$ cat src/rtl/pds_pkg.sv
package pds_pkg;

  typedef enum logic [1:0] {
    PD_RUN    = 2'd0,
    PD_STBY   = 2'd1,
    PD_SETTLE = 2'd2
  } pd_state_t;

  localparam int ADDR_W   = 2;
  localparam int PRE_W    = 12;
  localparam int SEL_W    = 3;

  localparam logic [ADDR_W-1:0] A_CTRL    = 2'd0;
  localparam logic [ADDR_W-1:0] A_PRELOAD = 2'd1;
  localparam logic [ADDR_W-1:0] A_TMR     = 2'd2;
  localparam logic [ADDR_W-1:0] A_CONV    = 2'd3;

  localparam logic [1:0] ST_RUNNING = 2'b00;
  localparam logic [1:0] ST_LOWPWR  = 2'b01;

  // Prescale log2 per select code: 0,2,4,5,6,8,10,12
  function automatic int pre_shift(input logic [SEL_W-1:0] sel);
    case (sel)
      3'd0:    return 0;
      3'd1:    return 2;
      3'd2:    return 4;
      3'd3:    return 5;
      3'd4:    return 6;
      3'd5:    return 8;
      3'd6:    return 10;
      default: return 12;
    endcase
  endfunction

  function automatic logic [PRE_W-1:0] pre_mask(input logic [SEL_W-1:0] sel);
    logic [PRE_W:0] one_hot;
    one_hot = (PRE_W+1)'(1) << pre_shift(sel);
    return PRE_W'(one_hot - 1'b1);
  endfunction

endpackage

$ cat src/rtl/pds_regs.sv
module pds_regs
  import pds_pkg::*;
#(
  parameter int DW    = 8,
  parameter int CNT_W = 8,
  parameter int TMR_W = 4
) (
  input  logic              clk,
  input  logic              rst,
  input  logic              wr_en,
  input  logic [ADDR_W-1:0] wr_addr,
  input  logic [DW-1:0]     wr_data,
  input  logic              clr_entry,
  output logic              stby_en,
  output logic              wdt_en,
  output logic [SEL_W-1:0]  csel,
  output logic [CNT_W-1:0]  preload,
  output logic [TMR_W-1:0]  tmr_start,
  output logic [DW-1:0]     conv_ctrl
);

  always_ff @(posedge clk) begin
    if (rst) begin
      stby_en   <= 1'b0;
      wdt_en    <= 1'b0;
      csel      <= '0;
      preload   <= '0;
      tmr_start <= '0;
      conv_ctrl <= '0;
    end else begin
      if (wr_en) begin
        case (wr_addr)
          A_CTRL: begin
            stby_en <= wr_data[0];
            wdt_en  <= wr_data[1];
            csel    <= wr_data[2 +: SEL_W];
          end
          A_PRELOAD: preload   <= wr_data[CNT_W-1:0];
          A_TMR:     tmr_start <= wr_data[TMR_W-1:0];
          default:   conv_ctrl <= wr_data;
        endcase
      end
      if (clr_entry) begin
        tmr_start <= '0;
        conv_ctrl <= '0;
      end
    end
  end

endmodule

$ cat src/rtl/pds_prescale.sv
module pds_prescale
  import pds_pkg::*;
(
  input  logic             clk,
  input  logic             rst,
  input  logic             run,
  input  logic [SEL_W-1:0] sel,
  output logic             tick
);

  logic [PRE_W-1:0] pcnt_q;
  logic [PRE_W-1:0] mask;

  assign mask = pre_mask(sel);
  assign tick = run && ((pcnt_q & mask) == mask);

  always_ff @(posedge clk) begin
    if (rst || !run) pcnt_q <= '0;
    else             pcnt_q <= pcnt_q + 1'b1;
  end

endmodule

$ cat src/rtl/pds_settle.sv
module pds_settle #(
  parameter int CNT_W = 8
) (
  input  logic             clk,
  input  logic             rst,
  input  logic             load,
  input  logic [CNT_W-1:0] preload,
  input  logic             tick,
  output logic             ovf
);

  logic [CNT_W-1:0] cnt_q;

  assign ovf = tick && (&cnt_q);

  always_ff @(posedge clk) begin
    if (rst)       cnt_q <= '0;
    else if (load) cnt_q <= preload;
    else if (tick) cnt_q <= cnt_q + 1'b1;
  end

endmodule

$ cat src/rtl/pds_standby_ctrl.sv
module pds_standby_ctrl
  import pds_pkg::*;
#(
  parameter int DW    = 8,
  parameter int CNT_W = 8,
  parameter int TMR_W = 4,
  parameter int IRQ_N = 4
) (
  input  logic              clk,
  input  logic              rst,
  input  logic              wr_en,
  input  logic [1:0]        wr_addr,
  input  logic [DW-1:0]     wr_data,
  input  logic              sleep_req,
  input  logic              wake_nmi,
  input  logic [IRQ_N-1:0]  wake_irq,
  input  logic [3:0]        wake_irl,
  input  logic              wake_periph,
  output logic              cpu_clk_en,
  output logic              periph_clk_en,
  output logic              clk_out_en,
  output logic [1:0]        stat_o,
  output logic              wake_ack,
  output logic [TMR_W-1:0]  tmr_start_o,
  output logic [DW-1:0]     conv_ctrl_o
);

  pd_state_t        state_q, state_d;
  logic             stby_en_q, wdt_en_q;
  logic [SEL_W-1:0] csel_q;
  logic [CNT_W-1:0] preload_q;
  logic             enter, load, done, tick, ovf, any_wake;

  pds_regs #(.DW(DW), .CNT_W(CNT_W), .TMR_W(TMR_W)) i_regs (
    .clk       (clk),
    .rst       (rst),
    .wr_en     (wr_en),
    .wr_addr   (wr_addr),
    .wr_data   (wr_data),
    .clr_entry (enter),
    .stby_en   (stby_en_q),
    .wdt_en    (wdt_en_q),
    .csel      (csel_q),
    .preload   (preload_q),
    .tmr_start (tmr_start_o),
    .conv_ctrl (conv_ctrl_o)
  );

  pds_prescale i_pre (
    .clk  (clk),
    .rst  (rst),
    .run  (state_q == PD_SETTLE),
    .sel  (csel_q),
    .tick (tick)
  );

  pds_settle #(.CNT_W(CNT_W)) i_settle (
    .clk     (clk),
    .rst     (rst),
    .load    (load),
    .preload (preload_q),
    .tick    (tick),
    .ovf     (ovf)
  );

  assign any_wake = wake_nmi || (|wake_irq) || (wake_irl != 4'd0) || wake_periph;

  always_comb begin
    state_d = state_q;
    enter   = 1'b0;
    load    = 1'b0;
    done    = 1'b0;
    case (state_q)
      PD_RUN: begin
        if (sleep_req && stby_en_q && !wdt_en_q) begin
          state_d = PD_STBY;
          enter   = 1'b1;
        end
      end
      PD_STBY: begin
        if (any_wake) begin
          state_d = PD_SETTLE;
          load    = 1'b1;
        end
      end
      PD_SETTLE: begin
        if (ovf) begin
          state_d = PD_RUN;
          done    = 1'b1;
        end
      end
      default: state_d = PD_RUN;
    endcase
  end

  always_ff @(posedge clk) begin
    if (rst) begin
      state_q       <= PD_RUN;
      cpu_clk_en    <= 1'b1;
      periph_clk_en <= 1'b1;
      clk_out_en    <= 1'b1;
      stat_o        <= ST_RUNNING;
      wake_ack      <= 1'b0;
    end else begin
      state_q       <= state_d;
      cpu_clk_en    <= (state_d == PD_RUN);
      periph_clk_en <= (state_d == PD_RUN);
      clk_out_en    <= (state_d == PD_RUN);
      stat_o        <= (state_d == PD_RUN) ? ST_RUNNING : ST_LOWPWR;
      wake_ack      <= done;
    end
  end

endmodule

$ cat config.mk
export PLATFORM = sky130hd
export DESIGN_NAME = pds_standby_ctrl
export DESIGN_NICKNAME = d
export VERILOG_FILES = /design/src/rtl/pds_pkg.sv /design/src/rtl/pds_regs.sv /design/src/rtl/pds_prescale.sv /design/src/rtl/pds_settle.sv /design/src/rtl/pds_standby_ctrl.sv
export SDC_FILE = /design/constraint.sdc
export NUM_CORES = 1
export LEC_CHECK = 0
export ABC_AREA = 1
export BUFFER_PORTS_ARGS = -buffer_cell sky130_fd_sc_hd__buf_2
export CAP_MARGIN = 20
export CORE_ASPECT_RATIO = 0.7
export CORE_MARGIN = 3
export CORE_UTILIZATION = 26
export DETAILED_ROUTE_END_ITERATION = 8
export GPL_TIMING_DRIVEN = 0
export PLACE_DENSITY = 0.45
export REMOVE_ABC_BUFFERS = 1
export SYNTH_ARGS = -nofsm -noshare
export SYNTH_HDL_FRONTEND = slang
export SYNTH_HIERARCHICAL = 1
export SYNTH_SLANG_ARGS = --single-unit
$ cat constraint.sdc
create_clock -name clk -period 2.3 [get_ports clk]
set_clock_uncertainty 0.05 [all_clocks]
set_input_delay 0.46 -clock clk [delete_from_list [all_inputs] [get_ports clk]]
set_output_delay 0.46 -clock clk [all_outputs]
set_load 0.1 [all_outputs]
==> results.toml <==
[status]
outcome = "completed"

[setup_path]
cp-start-kind = "flop"
critPathMaxFanout = 5
critPathCaptureType = "flop"
cp.required_ps = 2440
cp.arrival_ps = 2310
worst_setup_path_class = "reg2reg"

[detailed_routing]
drt.antenna.violating_nets = 0
num_vias = 2409
detailedRoute.firstIterationViolations = 122
vias_per_instance = 4.197
drt_wl_total_um = 6103
detail_route.drc_violations = 0
drt-pass1-iter-count = 4
drt-wirelength-per-cell_um = 10.63

[cts]
cts.clk_slew.worst_paths_ps = 70
clk_latency_ps = 290
cts_hold_buffers = 0
cts_tree = "done"
cts.root.buffer_cell = "sky130_fd_sc_hd__clkbuf_16"
h-tree-depth = 2
numClockSinks = 50
cts_max_path_buffers = 2
numCtsBuffers = 5

[layout]
final_cell_area_excluding_filler_cells_um2 = 3169
num-nets-final = 472
insertedDiodeCount = 0
drive_gt1_share_pct = 23.09
flow.area_growth_from_synthesis_pct = 19.99

[power_and_ir_drop]
switch_pwr_w = 0.0005695
power.density_nw_per_um2 = 621.0
switching_share_pct = 28.94
seq_power_share_pct = 46.2
combinationalPowerShare_pct = 15.1
power.ir.vdd_worst_mv = 0.2715
power_report.internal_total_w = 0.001398
leakage_nw = 1.510
share_clk_of_total_power_pct = 38.7

[timing]
period_minus_slack_ps = 2170
timing_worst_slew_pin_value_ps = 837.1
hold_violations = 0
timing.fmax_ghz = 0.4608
final_critical_path_setup_slack_ps = 129.6
fin_tns_setup_ps = 0
slew_violations = 0
final_setup_fails = 0
worst_slew_margin_rel_pct = 43.99
period_share_pct = 94.36

[synthesis]
synthMostInstantiatedCell = "sky130_fd_sc_hd__nand2_1"
synthMuxAreaShare_pct = 0
combinational_family_with_the_most_area_after_synthesis = "simple AND/OR/NAND/NOR gates"
average_cell_area_after_synthesis_um2 = 6.570
synth_fa_ha_area_share_pct = 1.421
post_synth_xor_area_fraction_pct = 0.9948
ys_seq_elements = 50
synth_enable_flop_cells = 0
ys_types = 33
synthTopCellsByArea = "sky130_fd_sc_hd__dfxtp_1 (38%), sky130_fd_sc_hd__nand2_1 (14%), sky130_fd_sc_hd__nor2_1 (10%)"
syn_area_um2 = 2641
post_synth_simple_gate_area_pct = 38.89
postSynth.topFlopCell = "sky130_fd_sc_hd__dfxtp_1"
yosys_warnings = 6
synth_top_cells_by_count = "sky130_fd_sc_hd__nand2_1 (101), sky130_fd_sc_hd__nor2_1 (73), sky130_fd_sc_hd__inv_1 (62), sky130_fd_sc_hd__dfxtp_1 (50), sky130_fd_sc_hd__nand3_1 (25)"
yosysTopAreaCellShare_pct = 37.90
synth_compound_gate_area_share_pct = 7.627
synthesis.instances = 402
yosysTopAreaCell = "sky130_fd_sc_hd__dfxtp_1"
synth_async_sr_flop_share_pct = 0
seq_area_frac_synth_pct = 37.90

[grt]
grt_overflow_total = 0
global_route.usage.total_pct = 11.35
first_pass_grt_wire_length_um = 10700
first_global_vias = 2260
grt_start_max_net_pins = 17
number_of_antenna_violations_at_the_first_check_in_global_routing = 0

[die]
design.portCount = 42
floorplan.initialDensity_pct = 26.96
placement_rows = 30
core_region_area_um2 = 9797
die_w_um = 126.5
die_area_um2 = 11420
fp.dieH_um = 90.33

[placed_design]
place_ws_ps = -248.9
buffer_ports.inserted = 40
dp_hpwl_um = 4580
standard_cell_area_after_detailed_placement_um2 = 2925
gp_congestion = 0.7631

[job]
maxCapViolations = 0

[hold_path]
timing.hold.worst.class = "in2reg"
metrics by stage:
step | total power [W] | utilization [%] | hold WS [ps] | instances
after floorplan | 0.001135 | - | 386.6 | 393
after global placement | 0.001208 | 29.86 | 405.1 | 561
after detailed placement | 0.001210 | 29.86 | 418.8 | 561
after CTS | 0.001992 | 31.70 | 357.8 | 571
after global routing | 0.002082 | 32.35 | 359.9 | 574
final | 0.001968 | 32.35 | 364.7 | 574
power by group through the flow:
| stage | clock network [W] | logic (W) | registers, W |
|---|---|---|---|
| 2_1_floorplan | 0 | 0.000110 | 0.00102 |
| 3_3_place_gp | 0 | 0.000279 | 0.000929 |
| 3_5_place_dp | 0 | 0.000281 | 0.000929 |
| 4_1_cts | 0.000798 | 0.000285 | 0.000910 |
| 6_report | 0.000762 | 0.000297 | 0.000910 |
| 5_1_grt | 0.000841 | 0.000326 | 0.000914 |
cell usage in the layout, fill, tap and decap left out:
master,count
sky130_fd_sc_hd__xor2_1,2
sky130_fd_sc_hd__a21oi_1,15
sky130_fd_sc_hd__nand3_2,6
sky130_fd_sc_hd__nand2_2,8
sky130_fd_sc_hd__clkinv_2,2
sky130_fd_sc_hd__buf_2,40
sky130_fd_sc_hd__buf_4,5
sky130_fd_sc_hd__o21bai_1,2
sky130_fd_sc_hd__nand2_4,1
sky130_fd_sc_hd__o21ai_1,3
sky130_fd_sc_hd__clkinvlp_4,1
sky130_fd_sc_hd__inv_2,9
sky130_fd_sc_hd__nor2_1,70
sky130_fd_sc_hd__xnor2_1,1
sky130_fd_sc_hd__nor3_1,3
sky130_fd_sc_hd__nor2_2,8
sky130_fd_sc_hd__nor4_2,1
sky130_fd_sc_hd__o21ai_0,7
sky130_fd_sc_hd__o21ai_2,1
sky130_fd_sc_hd__ha_1,2
sky130_fd_sc_hd__nand2_1,98
sky130_fd_sc_hd__nor2_4,7
sky130_fd_sc_hd__dfxtp_4,1
sky130_fd_sc_hd__clkbuf_8,1
sky130_fd_sc_hd__inv_1,60
sky130_fd_sc_hd__a31oi_1,1
sky130_fd_sc_hd__clkbuf_16,5
sky130_fd_sc_hd__nand3b_1,1
sky130_fd_sc_hd__a21oi_2,1
sky130_fd_sc_hd__nand4_1,1
sky130_fd_sc_hd__dfxtp_2,2
sky130_fd_sc_hd__a22oi_1,5
sky130_fd_sc_hd__nand3_1,23
sky130_fd_sc_hd__dfxtp_1,47
sky130_fd_sc_hd__ha_2,1
sky130_fd_sc_hd__nor3_2,2
sky130_fd_sc_hd__conb_1,2
sky130_fd_sc_hd__nor3_4,1
path summary, 6_finish.rpt:
path / start / end / slack [ps] / cells after the start
max reg2reg: i_regs/csel[0]$_SDFFE_PP0P_ / stat_o[0]$_SDFF_PP0_ / 130 / 16
min: wr_data[7] / i_regs/preload[7]$_SDFFE_PP0P_ / 360 / 3
min reg2reg: i_pre/pcnt_q[0]$_SDFF_PP0_ / i_pre/pcnt_q[0]$_SDFF_PP0_ / 430 / 1
max: i_regs/csel[0]$_SDFFE_PP0P_ / stat_o[0]$_SDFF_PP0_ / 130 / 16
flip-flops by register name, indices dropped and copies added (netlist names), 2 cells and up:
register          count
i_pre/pcnt_q         12
i_regs/preload        8
state_q               2
i_regs/tmr_start      4
i_regs/csel           3
i_regs/conv_ctrl      8
i_settle/cnt_q        8
worst max-delay path, cell delays in order, from the launching register on:
cell                      delay (ps)
sky130_fd_sc_hd__dfxtp_4         370
sky130_fd_sc_hd__nor2_4          130
sky130_fd_sc_hd__nand2_2          80
sky130_fd_sc_hd__ha_2            300
sky130_fd_sc_hd__nor2_1           50
sky130_fd_sc_hd__nor2_1           80
sky130_fd_sc_hd__o21ai_0          80
sky130_fd_sc_hd__nor2_1          140
sky130_fd_sc_hd__nand3_2         120
sky130_fd_sc_hd__nor2_4          140
sky130_fd_sc_hd__nand2_2          80
sky130_fd_sc_hd__nor2_4          120
sky130_fd_sc_hd__inv_2            60
sky130_fd_sc_hd__nand2_1          60
sky130_fd_sc_hd__nand2_1          60
sky130_fd_sc_hd__nand2_1          90
sky130_fd_sc_hd__nand2_1          50
metal layers:
layer	global-route usage [%]	up-vias	routed length, µm
li1	-	1306	-
met1	17.24	1046	3400
met2	15.27	50	2320
met3	3.310	7	308
met4	3.214	0	72
met5	0	-	0
what timing repair did:
| item | in CTS | in global routing |
|---|---|---|
| setup endpoints to repair | 11 | 12 |
| setup buffers | 2 | 3 |
| pin swaps | 1 | 7 |
| resized for setup | 5 | 15 |
| gates cloned | 0 | 0 |
cell type report:
class / count / area (µm²)
Multi-Input combinational cell: 273 / 1349
Inverter: 70 / 264.0
Fill cell: 1083 / 6628
Clock buffer: 6 / 138.9
Clock inverter: 2 / 12.51
Timing Repair Buffer: 45 / 237.7
Sequential cell: 50 / 1007
Tap cell: 128 / 160.2
logic make-up after synthesis:
logic type	Yosys count
adder cells (fa/ha/maj)	3
flip-flops	50
AND/OR/NAND/NOR	230
other	2
XOR/XNOR	3
buffers and inverters	79
AO/OA/AOI/OAI	35
(Power assumes the default switching activity.)
